===== src/rtl/imm_alu_pkg.sv =====
package imm_alu_pkg;

    typedef enum logic [3:0] {
        OP_AND    = 4'h0,
        OP_XOR    = 4'h1,
        OP_SUB    = 4'h2,
        OP_RSUB   = 4'h3,
        OP_ADD    = 4'h4,
        OP_ADDC   = 4'h5,
        OP_SUBC   = 4'h6,
        OP_RSUBC  = 4'h7,
        OP_TEST   = 4'h8,
        OP_TESTEQ = 4'h9,
        OP_CMP    = 4'hA,
        OP_CMPNEG = 4'hB,
        OP_OR     = 4'hC,
        OP_MOVE   = 4'hD,
        OP_ANDN   = 4'hE,
        OP_MOVEN  = 4'hF
    } alu_op_e;

    typedef struct packed {
        logic neg;
        logic zero;
        logic carry;
        logic ovf;
    } flags_t;

    typedef enum logic [1:0] {
        CLS_LOGIC = 2'd0,
        CLS_ADD   = 2'd1,
        CLS_SUB   = 2'd2
    } op_class_e;

endpackage


===== src/rtl/imm_rotator.sv =====
module imm_rotator #(
    parameter int DATA_W = 32,
    parameter int IMM_W  = 8,
    parameter int ROT_W  = 4
) (
    input  logic [IMM_W-1:0]  imm_byte,
    input  logic [ROT_W-1:0]  imm_rot,
    output logic [DATA_W-1:0] imm_val,
    output logic              rot_carry,
    output logic              rot_nz
);
    localparam int AMT_W = ROT_W + 1;

    logic [DATA_W-1:0]   ext;
    logic [AMT_W-1:0]    amt;
    logic [2*DATA_W-1:0] wide;

    always_comb begin
        ext       = {{(DATA_W-IMM_W){1'b0}}, imm_byte};
        amt       = {imm_rot, 1'b0};
        wide      = {ext, ext} >> amt;
        imm_val   = wide[DATA_W-1:0];
        rot_carry = imm_val[DATA_W-1];
        rot_nz    = |imm_rot;
    end
endmodule


===== src/rtl/imm_addsub.sv =====
module imm_addsub #(
    parameter int DATA_W = 32
) (
    input  logic [DATA_W-1:0] a,
    input  logic [DATA_W-1:0] b,
    input  logic              cin,
    output logic [DATA_W-1:0] sum,
    output logic              cout,
    output logic              ovf
);
    logic [DATA_W:0] full;

    always_comb begin
        full = {1'b0, a} + {1'b0, b} + {{DATA_W{1'b0}}, cin};
        sum  = full[DATA_W-1:0];
        cout = full[DATA_W];
        ovf  = (a[DATA_W-1] == b[DATA_W-1]) && (sum[DATA_W-1] != a[DATA_W-1]);
    end
endmodule


===== src/rtl/imm_alu_core.sv =====
module imm_alu_core
    import imm_alu_pkg::*;
#(
    parameter int DATA_W = 32,
    parameter int IMM_W  = 8,
    parameter int ROT_W  = 4
) (
    input  logic [DATA_W-1:0] op_a,
    input  logic [IMM_W-1:0]  imm_byte,
    input  logic [ROT_W-1:0]  imm_rot,
    input  logic [3:0]        opcode,
    input  logic              set_flags,
    input  flags_t            flags_cur,
    output logic [DATA_W-1:0] result,
    output logic              result_we,
    output flags_t            flags_next
);
    logic [DATA_W-1:0] imm_val;
    logic              rot_carry;
    logic              rot_nz;

    logic [DATA_W-1:0] add_a, add_b, add_sum;
    logic              add_cin, add_cout, add_ovf;
    logic [DATA_W-1:0] logic_val;
    op_class_e         cls;
    alu_op_e           op;

    imm_rotator #(.DATA_W(DATA_W), .IMM_W(IMM_W), .ROT_W(ROT_W)) u_rot (
        .imm_byte (imm_byte),
        .imm_rot  (imm_rot),
        .imm_val  (imm_val),
        .rot_carry(rot_carry),
        .rot_nz   (rot_nz)
    );

    imm_addsub #(.DATA_W(DATA_W)) u_adder (
        .a   (add_a),
        .b   (add_b),
        .cin (add_cin),
        .sum (add_sum),
        .cout(add_cout),
        .ovf (add_ovf)
    );

    // Operand steering: subtraction is a + ~b + carry-in
    always_comb begin
        op        = alu_op_e'(opcode);
        add_a     = op_a;
        add_b     = imm_val;
        add_cin   = 1'b0;
        logic_val = '0;
        cls       = CLS_LOGIC;
        unique case (op)
            OP_AND, OP_TEST:   logic_val = op_a & imm_val;
            OP_XOR, OP_TESTEQ: logic_val = op_a ^ imm_val;
            OP_OR:             logic_val = op_a | imm_val;
            OP_MOVE:           logic_val = imm_val;
            OP_ANDN:           logic_val = op_a & ~imm_val;
            OP_MOVEN:          logic_val = ~imm_val;
            OP_ADD, OP_CMPNEG: cls = CLS_ADD;
            OP_ADDC: begin
                cls     = CLS_ADD;
                add_cin = flags_cur.carry;
            end
            OP_SUB, OP_CMP: begin
                cls     = CLS_SUB;
                add_b   = ~imm_val;
                add_cin = 1'b1;
            end
            OP_SUBC: begin
                cls     = CLS_SUB;
                add_b   = ~imm_val;
                add_cin = flags_cur.carry;
            end
            OP_RSUB: begin
                cls     = CLS_SUB;
                add_a   = imm_val;
                add_b   = ~op_a;
                add_cin = 1'b1;
            end
            OP_RSUBC: begin
                cls     = CLS_SUB;
                add_a   = imm_val;
                add_b   = ~op_a;
                add_cin = flags_cur.carry;
            end
        endcase
    end

    // Result, write enable and flag generation
    always_comb begin
        result    = (cls == CLS_LOGIC) ? logic_val : add_sum;
        result_we = (opcode[3:2] != 2'b10);
        flags_next = flags_cur;
        if (set_flags) begin
            flags_next.neg  = result[DATA_W-1];
            flags_next.zero = (result == '0);
            if (cls == CLS_LOGIC) begin
                if (rot_nz) flags_next.carry = rot_carry;
            end else begin
                flags_next.carry = add_cout;
                flags_next.ovf   = add_ovf;
            end
        end
    end
endmodule


===== src/rtl/imm_alu_top.sv =====
module imm_alu_top
    import imm_alu_pkg::*;
#(
    parameter int DATA_W = 32,
    parameter int IMM_W  = 8,
    parameter int ROT_W  = 4
) (
    input  logic              clk,
    input  logic              rst_n,
    input  logic [DATA_W-1:0] op_a,
    input  logic [IMM_W-1:0]  imm_byte,
    input  logic [ROT_W-1:0]  imm_rot,
    input  logic [3:0]        opcode,
    input  logic              set_flags,
    input  logic              flag_upd,
    output logic [DATA_W-1:0] result,
    output logic              result_we,
    output logic [3:0]        flags_next,
    output logic [3:0]        flags_q
);
    flags_t flag_reg;
    flags_t flag_nxt;

    imm_alu_core #(.DATA_W(DATA_W), .IMM_W(IMM_W), .ROT_W(ROT_W)) u_core (
        .op_a      (op_a),
        .imm_byte  (imm_byte),
        .imm_rot   (imm_rot),
        .opcode    (opcode),
        .set_flags (set_flags),
        .flags_cur (flag_reg),
        .result    (result),
        .result_we (result_we),
        .flags_next(flag_nxt)
    );

    always_ff @(posedge clk or negedge rst_n) begin
        if (!rst_n)        flag_reg <= '0;
        else if (flag_upd) flag_reg <= flag_nxt;
    end

    always_comb begin
        flags_next = flag_nxt;
        flags_q    = flag_reg;
    end
endmodule


===== config.mk =====
export PLATFORM = sky130hd
export DESIGN_NAME = imm_alu_top
export DESIGN_NICKNAME = d
export VERILOG_FILES = /design/src/rtl/imm_alu_pkg.sv /design/src/rtl/imm_rotator.sv /design/src/rtl/imm_addsub.sv /design/src/rtl/imm_alu_core.sv /design/src/rtl/imm_alu_top.sv
export SDC_FILE = /design/constraint.sdc
export NUM_CORES = 1
export LEC_CHECK = 0
export BUFFER_PORTS_ARGS = -buffer_cell sky130_fd_sc_hd__buf_2
export CORE_UTILIZATION = 61
export DETAILED_ROUTE_END_ITERATION = 6
export PLACE_DENSITY_LB_ADDON = 0.1
export SKIP_LAST_GASP = 1
export SYNTH_ARGS = -nofsm -noshare
export SYNTH_HDL_FRONTEND = slang
export SYNTH_HIERARCHICAL = 1
export SYNTH_SLANG_ARGS = --single-unit

===== constraint.sdc =====
create_clock -name clk -period 9.5 [get_ports clk]
set_input_delay 1.9 -clock clk [delete_from_list [all_inputs] [get_ports clk]]
set_output_delay 1.9 -clock clk [all_outputs]
set_load 0.02 [all_outputs]

==> results of run 1 <==
-- cell families after synthesis --
family	Yosys count	share of synthesized area, %
AND/OR/NAND/NOR	296	23.11
XOR/XNOR	57	8.227
AO/OA/AOI/OAI	346	37.28
adder cells (fa/ha/maj)	65	13.65
multiplexers	29	5.010
buffers and inverters	156	11.07
flip-flops	4	1.650
-- worst max-delay path, cell delays in order --
cell and delay [ps]:
clkbuf_4 260, mux2_2 400, mux2i_1 330, nor3_2 100, inv_1 140, o21ai_0 150
fa_1 510, fa_1 420, a21o_1 220, a221oi_2 350, nor3_1 160, o21ai_0 180
nand2_1 190, a21oi_1 260, xnor2_1 110, inv_1 60, o22ai_1 70, a22oi_1 150
o2111ai_1 170, nor4_2 390, nand4_1 160, o32ai_2 340, buf_2 220
-- cell type report --
cell class                 instances  area share (%)
timing repair buffer             109           9.021
clock buffer                       3          0.6307
multi-input combinational        793           81.17
tap                              133           2.542
inverter                          89           5.103
sequential                         4           1.529
-- layout by cell type, fill, tap and decap left out, drive strengths merged, types with 5 or more instances in the layout --
cell     count
nand2       92
o21bai       7
nor3        12
buf        108
mux2        11
o31ai        6
nor4         9
a31oi       11
o221ai      11
nor2        93
a21o        17
mux2i       18
xor2        29
ha          63
o22ai       14
o2111ai      7
a221oi      11
and2         5
o21ai       98
and3         6
o211ai       6
nor2b       12
nand3       26
a22oi        9
nand4       14
nand2b       5
a32oi       16
xnor2       28
a21oi      100
inv         88
-- power by group through the flow --
stage | logic, W | clock network [W] | registers [W]
2_1_floorplan | 0.000395 | 0 | 0.0000296
6_report | 0.000570 | 0.0000372 | 0.0000258
5_1_grt | 0.000617 | 0.0000393 | 0.0000264
4_1_cts | 0.000552 | 0.0000385 | 0.0000254
3_5_place_dp | 0.000550 | 0 | 0.0000257
3_3_place_gp | 0.000546 | 0 | 0.0000256
-- worst min-delay path by stage --
stage	endpoint	startpoint	slack, ps
detailed placement	flags_q[2]	flags_q[2]	520
finish	flags_q[2]	flags_q[2]	540
global route	flags_q[2]	flags_q[2]	540
CTS	flags_q[2]	flags_q[2]	530
floorplan	flags_q[0]	flags_q[0]	650
global placement	flags_q[2]	flags_q[2]	520
-- stage by stage --
| stage | setup slack, ps | std cells | area [um^2] |
|---|---|---|---|
| after floorplan | 213.6 | 953 | 6068 |
| after global placement | 354.4 | 1128 | 6485 |
| after detailed placement | 126.7 | 1128 | 6485 |
| after CTS | 129.3 | 1131 | 6526 |
| after global routing | -1.013 | 1131 | 6546 |
| final | 357.2 | 1131 | 6546 |
-- cell usage after synthesis, drive strengths merged (11+ instances only) --
cell	number	area [um^2]
buf	24	175.1
mux2i	18	180.2
nand3	26	130.1
inv	88	330.3
a21oi	100	500.5
ha	63	788.3
a221oi	11	132.6
nor3	12	60.06
nand2	92	345.3
clkbuf	43	162.7
nor2b	12	75.07
a32oi	16	140.1
o221ai	11	96.34
mux2	11	123.9
xor2	29	254.0
o22ai	14	87.58
xnor2	28	245.2
a21o	17	127.6
a31oi	11	75.07
nand4	14	87.58
nor2	93	351.6
o21ai	98	490.5
-- metal layers --
| metal | up-vias | track usage, % | wire length [um] |
|---|---|---|---|
| met5 | - | 0 | 0 |
| met4 | 0 | 16.72 | 925 |
| met3 | 77 | 6.556 | 2499 |
| met2 | 464 | 67.57 | 9657 |
| met1 | 3356 | 56.52 | 9044 |
| li1 | 3565 | - | - |
==> flow_summary.yaml, run 1 <==
run_status:
  outcome: "complete, but fails checks"
  violations: "DRC"
clocking:
  cts.sink_count: 4
  hold_buffers: 0
  clk_pin_slew_ps: 40
  cts_made_buffers: 3
  clkLatencyLatePin_ps: 230
  clockRootBuffer: "clkbuf_8"
  ctsResizeCount: 0
  postCtsSetupRepairBufs: 0
  h-tree-depth: 1
  cts_tree: "done"
  clk_path_buf_depth: 2
drt:
  vias_per_cell: 6.598
  wl_per_cell_um: 19.56
  routed_wl_mm: 22.13
  ant_nets: 0
  drc_errors: 7
  via_count: 7462
  first_pass_iters: 7
  drt_iter0_markers: 865
critical_path:
  reg2reg_to: "flags_q[2]"
  crit_end: "flags_next[2]"
  reg2reg_slack_ps: 4660
  cp_data_arrival_time_ps: 7240
  critPathLaunch: "imm_rot[1]"
  endpoint_kind: "output pin"
  worstSetupPathType: "in2out"
  required_ps: 7600
  worst-r2r-cell-count: 20
  start_kind: "input port"
  reg2reg_from: "flags_q[1]"
  worstPathMaxFanout: 23
timing:
  hold_violations: 0
  period_needed_ps: 9143
  fmax_mhz: 109.4
  tns_ps: 0
  setup_viol_count_final: 0
  finalCritPeriodShare_pct: 96.24
  worst_pin_slew_ps: 1094
  maxSlewHeadroom_pct: 26.79
  whs_ps: 539.5
  drv_slew: 0
  clock_skew_ps: 8.016
floorplanning:
  io-pin-count: 93
  initial_core_util_pct: 62.37
  die_w_um: 101.7
  die_area_um2: 10350
  row_count: 36
  core_um2: 9729
  fp.dieH_um: 101.7
final_layout:
  finalNetCount: 1117
  fill_cells: 979
  drive_gt1_share_pct: 14.43
  fin_util_pct: 67.28
  ff_latch_area_um2: 100.1
  multiInputGateArea_um2: 5314
  diodes: 0
  largest_reg_flops: 4
  area_growth_pct: 7.876
global_route:
  grt_pass1_wl_mm: 33.82
  grt_overflow: 0
  grt_pass1_vias: 6476
  antenna_found_initial: 0
  grtUsageTotal_pct: 42.23
  grt_max_degree: 58
synthesis:
  async_flop_share_pct: 100.0
  yosys_register_bits: 4
  synth_cell_types: 79
  synth_edf_count: 0
  ys_seq_area_share_pct: 1.649
  synth_ff_type: "dfrtp_1"
  synthCells: 953
  ys_warn_count: 6
  syn_nets: 1070
  avgSynthCellArea_um2: 6.368
  synth_area_um2: 6068
power:
  p_int_w: 0.0002548
  p_per_area_nw_per_um2: 96.71
  combPwrFrac_pct: 90.0
  seqPwrFrac_pct: 4.1
  p_sw_share_pct: 59.75
  p_sw_w: 0.0003783
  p_clk_share_pct: 5.9
  p_total_w: 0.0006331
  peakVddDrop_mv: 0.08806
  p_leak_nw: 3.035
worst_hold_path:
  worstHoldPathType: "reg2reg"
  whs_path_depth: 1
placed_design:
  place_congestion: 0.9938
  io_buffers: 92
  post-dp-hpwl_mm: 17.19
job:
  maxCapViolations: 0
No activity file was read; power rests on OpenSTA's default activity.
==> inputs of run 2 (changes only) <==
==> constraint.sdc (replaced) <==
create_clock -name clk -period 9.5 [get_ports clk]
set_input_delay 1.9 -clock clk [delete_from_list [all_inputs] [get_ports clk]]
set_output_delay 1.9 -clock clk [all_outputs]
set_load 0.01 [all_outputs]
==> flow_summary.yaml, run 2 (same netlist as run 1, synthesis figures left out) <==
critical_path:
  path_depth: 23
  crit_end: "flags_next[2]"
  cp_data_arrival_time_ps: 7190
  cp_top_family: "compound AO/OA/AOI/OAI gates"
  worstSetupPathType: "in2out"
  slowest_delay_ps: 500
  reg2reg_to: "flags_q[2]"
  worst-r2r-cell-count: 20
  required_ps: 7600
  critPathLaunch: "imm_rot[1]"
  slowest_stage: "fa_1"
  cp_num_buf_inv: 4
  start_kind: "input port"
  reg2reg_from: "flags_q[1]"
  endpoint_kind: "output pin"
  reg2reg_slack_ps: 4670
  worstPathMaxFanout: 23
  crit_chain: "clkbuf_4, mux2_2, mux2i_2, nor3_1, inv_1, o21ai_0, fa_1, fa_1, a21o_1, a221oi_2, nor3_1, o21ai_0, nand2_1, a21oi_1, xnor2_1, inv_1, o22ai_1, a22oi_1, o2111ai_1, nor4_2, nand4_1, o32ai_2, buf_2"
timing:
  finalCritPeriodShare_pct: 95.67
  whs_ps: 523.1
  period_needed_ps: 9089
  worst_pin_slew_ps: 1145
  fmax_mhz: 110.0
  grt_setup_unrepaired: "no"
  setup_viol_count_final: 0
  layout_setup_ws_ps: 411.5
  hold_violations: 0
  maxSlewHeadroom_pct: 23.65
  drv_slew: 0
  tns_ps: 0
  clock_skew_ps: 4.693
global_route:
  grt_pass1_wl_mm: 33.69
  grtUsageTotal_pct: 42.14
  grt_pass1_vias: 6392
  grt_overflow: 0
  antenna_found_initial: 0
  grt_max_degree: 56
placed_design:
  io_buffers: 92
  place_congestion: 0.9625
  dp_slack_ps: 200.2
  post-dp-hpwl_mm: 17.01
job:
  maxCapViolations: 0
power:
  peakVddDrop_mv: 0.08109
  p_leak_nw: 3.017
  p_per_area_nw_per_um2: 92.35
drt:
  drc_errors: 0
  drt_iter0_markers: 704
  routed_wl_mm: 22.28
  via_count: 7520
  ant_nets: 0
  vias_per_cell: 6.667
  first_pass_iters: 5
  wl_per_cell_um: 19.75
floorplanning:
  io-pin-count: 93
  fp.dieH_um: 101.7
  die_area_um2: 10350
  die_w_um: 101.7
  core_um2: 9729
  row_count: 36
  initial_core_util_pct: 62.37
clocking:
  clkLatencyLatePin_ps: 220
  clockRootBuffer: "clkbuf_8"
  ctsResizeCount: 0
  cts_made_buffers: 3
  h-tree-depth: 1
  postCtsSetupRepairBufs: 0
  cts.sink_count: 4
  cts_tree: "done"
  clk_pin_slew_ps: 30
  clk_path_buf_depth: 2
  hold_buffers: 0
worst_hold_path:
  worstHoldPathType: "reg2reg"
  whs_path_depth: 1
run_status:
  outcome: "finished clean"
final_layout:
  largest_reg_flops: 4
  drive_gt1_share_pct: 14.17
  finalNetCount: 1114
  most-common-layout-cells: "a21oi_1 (100), o21ai_0 (97), nand2_1 (92), nor2_1 (92), buf_2 (91)"
  diodes: 0
  mostFrequentLayoutCell: "a21oi_1"
  fin_util_pct: 67.04
  area_growth_pct: 7.485
run 2: cell types whose count changed in the layout (fill, tap and decap cells not counted), sizes merged:
| cell | previous run | this run |
|---|---|---|
| buf | 108 | 105 |
run 2: worst min-delay path by stage:
stage	slack [ps]	end	start
2_1_floorplan	570	flags_q[0]	flags_q[0]
3_3_place_gp	520	flags_q[2]	flags_q[2]
3_5_place_dp	510	flags_q[2]	flags_q[2]
4_1_cts	520	flags_q[2]	flags_q[2]
5_1_grt	540	flags_q[2]	flags_q[2]
6_report	520	flags_q[2]	flags_q[2]
run 2: per-stage QoR:
step | instances | power, W | instance area [um^2]
after global routing | 1128 | 0.0006534 | 6523
final | 1128 | 0.0006024 | 6523
after detailed placement | 1125 | 0.0005457 | 6462
after floorplan | 953 | 0.0003952 | 6068
after global placement | 1125 | 0.0005415 | 6462
after CTS | 1128 | 0.0005847 | 6504
run 2: metal layers:
layer	GRT usage (%)	vias to the layer above	share of wire (%)	wire (um)
met5	0	-	0	0
met4	20.18	0	5.1	1132
met3	9.938	99	11	2517
met2	65.80	467	43	9572
met1	54.36	3385	41	9058
li1	-	3569	-	-
run 2: layout make-up:
type,instances,area [um^2]
Multi-Input combinational cell,793,5313
Timing Repair Buffer,106,568.0
Clock buffer,3,41.29
Fill cell,1021,3207
Tap cell,133,166.4
Sequential cell,4,100.1
Inverter,89,334.1
run 2: power by group:
| group | internal [W] | switching [W] | leakage [nW] | total, W |
|---|---|---|---|---|
| Sequential | 0.0000214 | 0.00000436 | 0.0522 | 0.0000257 |
| Combinational | 0.000205 | 0.000336 | 2.94 | 0.000541 |
| Clock | 0.0000270 | 0.00000892 | 0.0216 | 0.0000359 |
| Total | 0.000253 | 0.000349 | 3.02 | 0.000602 |
==> inputs of run 3 (changes only) <==
- SYNTH_HIERARCHICAL: 1 -> unset
==> flow_summary.yaml, run 3 <==
synthesis:
  yosysTopAreaCellShare_pct: 12.19
  yosys_register_bits: 4
  netlist_top_cells_area: "ha_1 (12%), nand2_1 (8.9%), o21ai_0 (7.0%)"
  synth.most_common_cell: "nand2_1"
  ys_seq_area_share_pct: 1.547
  avgSynthCellArea_um2: 6.449
  ys_warn_count: 0
  synth_area_um2: 6469
  synth_cell_types: 88
  synthCells: 1003
  synth_ff_type: "dfrtp_1"
  synth_edf_count: 0
  synth_top_area_cell: "ha_1"
  netlist_top_cells_count: "nand2_1 (153), o21ai_0 (90), a21oi_1 (81)"
  async_flop_share_pct: 100.0
  syn_nets: 1120
drt:
  vias_per_cell: 6.926
  first_pass_iters: 7
  wl_per_cell_um: 20.69
  drc_errors: 3
  ant_nets: 0
  drt_iter0_markers: 991
  via_count: 8097
  routed_wl_mm: 24.19
floorplanning:
  die_w_um: 105.0
  die_area_um2: 11020
  io-pin-count: 93
  core_um2: 10320
  fp.dieH_um: 105.0
  initial_core_util_pct: 62.66
  row_count: 37
final_layout:
  finalNetCount: 1151
  fill_cells: 976
  most-common-layout-cells: "nand2_1 (153), buf_2 (92), o21ai_0 (90)"
  largest_reg_flops: 4
  mostFrequentLayoutCell: "nand2_1"
  final_cells: 1169
  area_growth_pct: 6.770
  drive_gt1_share_pct: 14.44
global_route:
  grt_pass1_vias: 6931
  grtUsageTotal_pct: 42.84
  met3_usage_pct: 5.926
  top_usage_layer: "met2"
  use_met2_pct: 67.46
  grt_overflow: 0
  antenna_found_initial: 0
  grt_pass1_wl_mm: 37.90
  grt_max_degree: 64
  met1_usage_pct: 56.36
placed_design:
  io_buffers: 92
  post-dp-hpwl_mm: 18.27
  dp_slack_ps: 693.7
  place_congestion: 1.005
  placedCellCount: 1165
timing:
  drv_slew: 0
  fmax_mhz: 111.6
  period_needed_ps: 8961
  grt_setup_unrepaired: "no"
  setup_viol_count_final: 0
  worst_pin_slew_ps: 1100
  layout_setup_ws_ps: 538.8
  tns_ps: 0
  whs_ps: 531.9
  finalCritPeriodShare_pct: 94.33
  hold_violations: 0
  maxSlewHeadroom_pct: 26.43
  clock_skew_ps: 0.9926
critical_path:
  worstSetupPathType: "in2out"
  required_ps: 7600
  cp_data_arrival_time_ps: 7060
  endpoint_kind: "output pin"
  worstPathMaxFanout: 32
  start_kind: "input port"
clocking:
  clk_pin_slew_ps: 30
  h-tree-depth: 1
  hold_buffers: 0
  cts.sink_count: 4
  clkLatencyLatePin_ps: 210
  cts_tree: "done"
  clk_path_buf_depth: 2
  cts_made_buffers: 3
  clockRootBuffer: "clkbuf_8"
  ctsResizeCount: 0
  postCtsSetupRepairBufs: 0
power:
  p_per_area_nw_per_um2: 88.12
  p_total_w: 0.0006086
  peakVddDrop_mv: 0.1218
  p_leak_nw: 3.020
job:
  maxCapViolations: 0
worst_hold_path:
  worstHoldPathType: "reg2reg"
run_status:
  violations: "DRC"
  outcome: "complete, but fails checks"
run 3: cell types whose count changed after synthesis, moves of 11 or more:
cell      change
a21oi_1      -19
a32oi_1      -11
inv_1        -45
nand2_1      +61
nor2_1       -33
nor3_1       +17
o221ai_1     +30
xor2_1       -21
run 3: routing by layer:
metal / wire length (um) / share of wire, %
met1: 9914 / 41
met2: 10430 / 43
met3: 2468 / 10
met4: 1376 / 5.7
met5: 0 / 0
run 3: worst max-delay path, cell delays in order:
cell and delay, ps:
buf_2 460, mux2_4 380, mux2_2 270, a2bb2oi_1 530, o221ai_1 250, ha_1 480
a21oi_1 460, nand2_1 90, a221o_1 420, or4_1 500, a311o_1 320, nor4_1 440
nand4_1 230, o22ai_1 160, buf_2 150
run 3: area by class of cell:
| cell class | instances | area (um^2) | share of cell area (%) |
|---|---|---|---|
| Antenna cell | 1 | 2.502 | 0.03623 |
| Inverter | 44 | 165.2 | 2.391 |
| Clock buffer | 3 | 41.29 | 0.5978 |
| Sequential cell | 4 | 100.1 | 1.449 |
| Tap cell | 136 | 170.2 | 2.464 |
| Multi-Input combinational cell | 876 | 5869 | 84.98 |
| Timing Repair Buffer | 105 | 558.0 | 8.080 |
run 3: stage by stage:
step                      area (um^2)  util (%)
after floorplan                  6469         -
after global placement           6863     66.48
after detailed placement         6863     66.48
final                            6907     66.90
after global routing             6904     66.88
after CTS                        6904     66.88
run 3: cell families after synthesis:
group	Yosys count	share of synthesized area, %
multiplexers	36	6.518
buffers and inverters	123	7.892
flip-flops	4	1.547
AND/OR/NAND/NOR	366	26.83
adder cells (fa/ha/maj)	65	12.80
XOR/XNOR	29	3.927
AO/OA/AOI/OAI	380	40.48
run 3: where the power goes:
part | internal, W | switching [W] | total, W | leakage (nW)
Sequential | 0.0000205 | 0.00000342 | 0.0000240 | 0.0503
Clock | 0.0000270 | 0.00000858 | 0.0000356 | 0.0216
Combinational | 0.000205 | 0.000344 | 0.000549 | 2.95
Total | 0.000253 | 0.000356 | 0.000609 | 3.02
run 3: worst paths after layout:
kind,startpoint,endpoint,slack [ps],cells past startpoint
max reg2reg,flags_q[1],flags_q[2],4920,16
max,imm_rot[1],flags_next[2],540,15
min,flags_q[3],flags_q[3],530,1
min reg2reg,flags_q[3],flags_q[3],530,1
min in group asynchronous,rst_n,flags_q[2],1480,1
max in group asynchronous,rst_n,flags_q[0],7900,1
